<file path="src/rtl/pwr_seq_pkg.sv">
package pwr_seq_pkg;
  typedef enum logic [1:0] {
    ST_RUN    = 2'd0,
    ST_ENTRY  = 2'd1,
    ST_DOWN   = 2'd2,
    ST_SETTLE = 2'd3
  } pwr_state_e;

  localparam int NUM_EN  = 7;
  localparam int NUM_USR = 8;
endpackage

</file>
<file path="src/rtl/pwr_wake_detect.sv">
module pwr_wake_detect #(
  parameter int NUM_USR     = 8,
  parameter int SYNC_STAGES = 2
) (
  input  logic               clk,
  input  logic               rst,
  input  logic [NUM_USR-1:0] usr_irq,
  input  logic               card_irq,
  input  logic               keypad_irq,
  input  logic               armed,
  input  logic               clr,
  output logic               wake_flag,
  output logic               wake_sync
);
  logic wake_any;
  logic wake_set;
  logic [SYNC_STAGES-1:0] sync_q;

  always_comb begin
    wake_any = (|usr_irq) | card_irq | keypad_irq;
    wake_set = wake_any & armed;
  end

  // sticky flag: sets without a clock, clears only on a clock edge
  always_ff @(posedge clk or posedge wake_set) begin
    if (wake_set)        wake_flag <= 1'b1;
    else if (rst || clr) wake_flag <= 1'b0;
  end

  generate
    if (SYNC_STAGES == 1) begin : g_one
      always_ff @(posedge clk) begin
        if (rst || clr) sync_q <= '0;
        else            sync_q <= wake_flag;
      end
    end else begin : g_many
      always_ff @(posedge clk) begin
        if (rst || clr) sync_q <= '0;
        else            sync_q <= {sync_q[SYNC_STAGES-2:0], wake_flag};
      end
    end
  endgenerate

  assign wake_sync = sync_q[SYNC_STAGES-1];

  // once caught, the wake event is held until cleared
  p_flag_sticky_r3: assert property (@(posedge clk) disable iff (rst)
    (wake_flag && !clr) |=> wake_flag);
endmodule

</file>
<file path="src/rtl/pwr_seq_ctrl.sv">
module pwr_seq_ctrl
  import pwr_seq_pkg::*;
#(
  parameter int ENTRY_CYC  = 32,
  parameter int SETTLE_CYC = 512
) (
  input  logic       clk,
  input  logic       rst,
  input  logic       pd_set,
  input  logic       mux_en,
  input  logic       wake_sync,
  output pwr_state_e st,
  output logic       pd_active,
  output logic       pd_bit,
  output logic       armed,
  output logic       clr,
  output logic       int0
);
  localparam int MAXC = (SETTLE_CYC > ENTRY_CYC) ? SETTLE_CYC : ENTRY_CYC;
  localparam int CW   = $clog2(MAXC);
  localparam logic [CW-1:0] ENTRY_LAST  = CW'(ENTRY_CYC - 1);
  localparam logic [CW-1:0] SETTLE_LAST = CW'(SETTLE_CYC - 1);

  logic [CW-1:0] cnt;

  always_comb begin
    clr = ((st == ST_SETTLE) && (cnt == SETTLE_LAST)) ||
          ((st == ST_ENTRY) && wake_sync);
  end

  always_ff @(posedge clk) begin
    if (rst) begin
      st        <= ST_RUN;
      cnt       <= '0;
      pd_active <= 1'b0;
      pd_bit    <= 1'b0;
      armed     <= 1'b0;
      int0      <= 1'b0;
    end else begin
      int0 <= 1'b0;
      case (st)
        ST_RUN: if (pd_set) begin
          st     <= ST_ENTRY;
          cnt    <= '0;
          pd_bit <= 1'b1;
          armed  <= mux_en;
        end
        ST_ENTRY: begin
          if (wake_sync) begin
            st     <= ST_RUN;
            pd_bit <= 1'b0;
            armed  <= 1'b0;
            int0   <= 1'b1;
          end else if (cnt == ENTRY_LAST) begin
            st        <= ST_DOWN;
            pd_active <= 1'b1;
            cnt       <= '0;
          end else begin
            cnt <= cnt + 1'b1;
          end
        end
        ST_DOWN: if (wake_sync) begin
          st        <= ST_SETTLE;
          pd_active <= 1'b0;
          cnt       <= '0;
        end
        ST_SETTLE: begin
          if (cnt == SETTLE_LAST) begin
            st     <= ST_RUN;
            pd_bit <= 1'b0;
            armed  <= 1'b0;
            int0   <= 1'b1;
          end else begin
            cnt <= cnt + 1'b1;
          end
        end
        default: st <= ST_RUN;
      endcase
    end
  end

  // shutdown is only reached from the entry delay
  p_down_after_entry_r1: assert property (@(posedge clk) disable iff (rst)
    $rose(pd_active) |-> $past(st) == ST_ENTRY);
  // interrupt is a single-cycle pulse
  p_int0_pulse_r6: assert property (@(posedge clk) disable iff (rst)
    int0 |=> !int0);
  // control bit stays set while the sequence is busy
  p_bit_busy_r8: assert property (@(posedge clk) disable iff (rst)
    (st != ST_RUN) |-> pd_bit);
  // leaving settle always delivers the interrupt
  p_settle_exit_r6: assert property (@(posedge clk) disable iff (rst)
    ($past(st) == ST_SETTLE && st == ST_RUN) |-> int0);
endmodule

</file>
<file path="src/rtl/pwr_en_gate.sv">
module pwr_en_gate #(
  parameter int NUM_EN = 7
) (
  input  logic [NUM_EN-1:0] en_req,
  input  logic              pd_sig,
  output logic [NUM_EN-1:0] en_out
);
  generate
    for (genvar i = 0; i < NUM_EN; i++) begin : g_bit
      assign en_out[i] = en_req[i] & ~pd_sig;
    end
  endgenerate

  // every gated enable is off during power-down
  always_comb begin
    if (pd_sig === 1'b1) p_all_off_r2: assert (en_out == '0);
  end
endmodule

</file>
<file path="src/rtl/pwr_seq_top.sv">
module pwr_seq_top
  import pwr_seq_pkg::*;
#(
  parameter int ENTRY_CYC  = 32,
  parameter int SETTLE_CYC = 512
) (
  input  logic               clk,
  input  logic               rst,
  input  logic               pd_set,
  input  logic               wake_mux_en,
  input  logic [NUM_USR-1:0] usr_irq,
  input  logic               card_irq,
  input  logic               keypad_irq,
  input  logic [NUM_EN-1:0]  en_req,
  output logic [NUM_EN-1:0]  en_out,
  output logic               pd_out,
  output logic               clk_run,
  output logic               pd_bit,
  output logic               int0,
  output logic [1:0]         state
);
  pwr_state_e st;
  logic pd_active, armed, clr, wake_flag, wake_sync;

  pwr_wake_detect #(.NUM_USR(NUM_USR), .SYNC_STAGES(2)) u_wake (
    .clk(clk), .rst(rst), .usr_irq(usr_irq), .card_irq(card_irq),
    .keypad_irq(keypad_irq), .armed(armed), .clr(clr),
    .wake_flag(wake_flag), .wake_sync(wake_sync)
  );

  pwr_seq_ctrl #(.ENTRY_CYC(ENTRY_CYC), .SETTLE_CYC(SETTLE_CYC)) u_ctrl (
    .clk(clk), .rst(rst), .pd_set(pd_set), .mux_en(wake_mux_en),
    .wake_sync(wake_sync), .st(st), .pd_active(pd_active), .pd_bit(pd_bit),
    .armed(armed), .clr(clr), .int0(int0)
  );

  // the asynchronous wake flag releases power-down before any clock edge
  assign pd_out  = pd_active & ~wake_flag;
  assign clk_run = ~pd_out;
  assign state   = st;

  pwr_en_gate #(.NUM_EN(NUM_EN)) u_gate (
    .en_req(en_req), .pd_sig(pd_out), .en_out(en_out)
  );

  // no power-down in the run state, whatever the enable bits
  p_run_no_pd_r7: assert property (@(posedge clk) disable iff (rst)
    (st == ST_RUN) |-> !pd_out);
  // without arming, power-down is held
  p_unarmed_hold_r4: assert property (@(posedge clk) disable iff (rst)
    (st == ST_DOWN && !armed) |=> (st == ST_DOWN && pd_out));
endmodule

</file>
<file path="config.mk">
export PLATFORM = sky130hd
export DESIGN_NAME = pwr_seq_top
export DESIGN_NICKNAME = d
export VERILOG_FILES = /design/src/rtl/pwr_seq_pkg.sv /design/src/rtl/pwr_wake_detect.sv /design/src/rtl/pwr_seq_ctrl.sv /design/src/rtl/pwr_en_gate.sv /design/src/rtl/pwr_seq_top.sv
export SDC_FILE = /design/constraint.sdc
export NUM_CORES = 1
export LEC_CHECK = 0
export ABC_AREA = 1
export BUFFER_PORTS_ARGS = -buffer_cell sky130_fd_sc_hd__buf_2
export CORE_MARGIN = 10
export CORE_UTILIZATION = 45
export CTS_BUF_LIST = sky130_fd_sc_hd__clkbuf_2
export DETAILED_ROUTE_END_ITERATION = 12
export PLACE_DENSITY = 0.84
export SYNTH_ARGS = -nofsm -noshare
export SYNTH_HDL_FRONTEND = slang
export SYNTH_HIERARCHICAL = 1
export SYNTH_SLANG_ARGS = --single-unit
</file>
<file path="constraint.sdc">
create_clock -name clk -period 0.9 [get_ports clk]
set_input_delay 0.135 -clock clk [delete_from_list [all_inputs] [get_ports clk]]
set_output_delay 0.135 -clock clk [all_outputs]
set_load 0.01 [all_outputs]
</file>
==> key figures <==
Floorplanning
  • Io pins: 34
  • Chip width: between 60 and 70 um
  • Initial Utilization: roughly 47%
  • Rows: 17
  • Core Area: 2210 sq um
  • Die area: 4650 sq um
  • Die Y: 68.2 um

STA
  • Least-Margin Pin Slew: 311 ps
  • Final setup fails: 31
  • Hold Vio Cnt, Final: 0
  • Unrepaired setup endpoints after global routing: true
  • Final worst-path cycle share: 192%
  • Worst-case clock skew: 5.25 ps
  • Tightest hold margin: 15.7 ps
  • Worst setup margin: -827 ps
  • Pins over their slew limit: 0
  • Slew headroom: 79.2%
  • Fmax achieved: 579 MHz
  • Final TNS setup: -16700 ps
  • Min cycle time layout: 1730 ps

Placed design
  • IO buf count: 33
  • Placed instance count: between 200 and 250
  • Gpl congestion: 0.937
  • Post-DP HPWL: roughly 2.4 mm
  • DP Worst Slack: -797 ps

Synthesis
  • Count leader, synth: nand2_1
  • Syn_nets: roughly 180
  • Post-synth EDFFs: 0
  • Mean Syn Cell Area: between 6 and 7 sq um
  • Leading area contributor after synthesis: dfxtp_1
  • Post-synthesis mux area share: 0%
  • Flops & latches, synth: 18
  • Syn Std Cell Area: ~1000 sq um
  • Post-synthesis compound-gate area fraction: 7.79%
  • Synth Area in Simple Gates: 42.8%
  • Seq/Total Area, Yosys: 35.1%
  • FFs w/ async S/R, synth: 5.56%
  • Yosys warning total: 6
  • Synth top area cells: dfxtp_1 (33%), nand2_1 (13%), nor2_1 (11%), inv_1 (8.6%), nand3_1 (7.2%)
  • Largest family of logic cells by synthesized area: simple AND/OR/NAND/NOR gates
  • Fraction of synthesized cell area in xor and xnor cells: 0%
  • Main flop type after synthesis: dfxtp_1
  • Netlist cell types: 25
  • Syn Inst Count: 160
  • Synth Area in Adders: 2.40%
  • Synth top area share: 32.6%
  • Most instantiated cells after synthesis: nand2_1 (37), nor2_1 (31), inv_1 (24)

Layout
  • Post-layout nets: 250
  • Area delta synth->final: 57.9%
  • ANT cells: 0
  • Fraction of layout cells with a size suffix above 1: 51.3%
  • Area of the multi-input gates: 662 sq um
  • Sequential cell area: 383 sq um
  • Non-filler cells, final: 254
  • Fillers: 179

Global route
  • Largest net degree at the start of global routing: 11
  • Vias in the first global route: 1282
  • Global-route wire length before repair: just over 5 mm
  • Initial antenna violation count: 0
  • Total gr overflow: 0
  • Tot GR Track Use: 14.2%

Clock network
  • CTS tree: built
  • Clock transition at path regs: 170 ps
  • # H-tree levels: 1
  • Clock Latency Late Sink: 290 ps
  • Root buf cell: clkbuf_2
  • Sink Count: 18
  • Total CTS buffers: 3
  • Cts hold-fix bufs: 0
  • Clk buf depth: 2

Routing
  • Total routed wirelength: 3.06 mm
  • DRC viols: 0
  • Final ANT Viol Nets: 0
  • WL/cell: 12.0 um
  • Detailed Route Iter0 Violations: 44
  • Vias per Instance: ~4.7
  • Initial DRT Pass Iterations: 4
  • DR vias: around 1200

Run status
  • Failing checks: negative setup slack
  • Status: complete, but fails checks

Hold path
  • HP Class: in -> async

Power
  • Final Power: 1530 uW
  • Power Density: about 930 nW/um^2
  • VDD IR max: between 0.9 and 1 mV
  • Pleak: between 0.0007 and 0.0008 uW

Flow run
  • Max-cap violations: 0

Worst setup path
  • CP Class: reg -> reg
  • CP Launch Type: flip-flop
  • Critical Path RT: 1130 ps
  • Crit. End Element: flip-flop
  • Worst-path fanout max: 8
  • Arrival @ worst endpoint: 1960 ps
## final timing paths
kind | startpoint | endpoint | slack, ps | cells past startpoint
setup / recovery | u_ctrl/cnt[0]$_SDFFE_PP0P_ | u_ctrl/cnt[1]$_SDFFE_PP0P_ | -830 | 12
hold / removal | keypad_irq | u_wake/wake_flag$_DFFE_PP1P_ | 20 | 4
setup reg to reg | u_ctrl/cnt[0]$_SDFFE_PP0P_ | u_ctrl/cnt[1]$_SDFFE_PP0P_ | -830 | 12
hold reg to reg | u_ctrl/armed$_SDFFE_PP0P_ | u_wake/wake_flag$_DFFE_PP1P_ | 300 | 2
max in group asynchronous | u_ctrl/armed$_SDFFE_PP0P_ | u_wake/wake_flag$_DFFE_PP1P_ | 580 | 2
min in group clk | wake_mux_en | u_ctrl/armed$_SDFFE_PP0P_ | 80 | 3
## per-stage QoR
step,instance area (sq um),util [%]
after floorplan,1120,-
after global placement,1490,67.5
after global routing,1650,74.5
after CTS,1600,72.5
final,1650,74.5
after detailed placement,1490,67.5
## placed cells by master (no fill, tap or decap), types with 3 or more instances in the layout
master and instances:
a21oi_1 5, buf_2 28, buf_4 26, buf_6 10
clkbuf_2 3, dfxtp_1 10, dfxtp_2 4, dfxtp_4 3
inv_1 21, inv_2 6, nand2_1 33, nand2_2 3
nand2_4 4, nand3_1 13, nand3_2 4, nor2_1 18
nor2_2 13, nor2_4 3
## cells by family (layout without fill, tap and decap cells)
group,after synthesis,count (layout)
AO/OA/AOI/OAI,13,13
adder cells (fa/ha/maj),2,2
buffers and inverters,29,95
flip-flops,18,18
AND/OR/NAND/NOR,98,98
## power breakdown
part	leakage (uW)	switching [uW]	internal, uW
registers	0.000152	17.6	813
logic	0.000608	182	172
clock network	0.0000140	249	96.7
total	0.000774	449	1080
## timing repair
action | in CTS | in global routing
pin swaps | 18 | 7
resized for setup | 18 | 10
setup buffers | 3 | 2
setup endpoints to repair | 31 | 31
cloned | 0 | 0
## critical path, stage by stage (launching register included)
cell and delay, ps:
dfxtp_4 390, ha_4 160, nand2_4 70, nor2_4 30
inv_2 60, nor3_2 40, ha_2 180, nand3_2 70
nand2_4 60, nor2_4 220, buf_4 170, nand3_1 70
a21oi_1 140
## metal layers
layer  GRT usage, %  vias up  wire [um]
met5              0        -          0
met4           8.04        0         72
met3           3.43        9        258
met2           27.6       40       1620
met1           13.0      526       1110
li1               -      629          -
## final cells by class
cell class                      count  area share, %
Tap cell                           28           2.13
Multi-Input combinational cell    113           40.2
Sequential cell                    18           23.2
Timing Repair Buffer               64           27.2
Clock buffer                        3          0.911
Clock inverter                      1          0.228
Inverter                           27           6.15
## state kept, by name, summed over array words and instances (netlist names), named ones only
name,flops
u_ctrl/st,1
u_ctrl/cnt,9
u_ctrl/pd_bit,1
u_ctrl/armed,1
u_ctrl/int0,1
u_wake/wake_flag,1
u_wake/sync_q,2
u_ctrl/pd_active,1
Power figures use the tool's default switching activity.
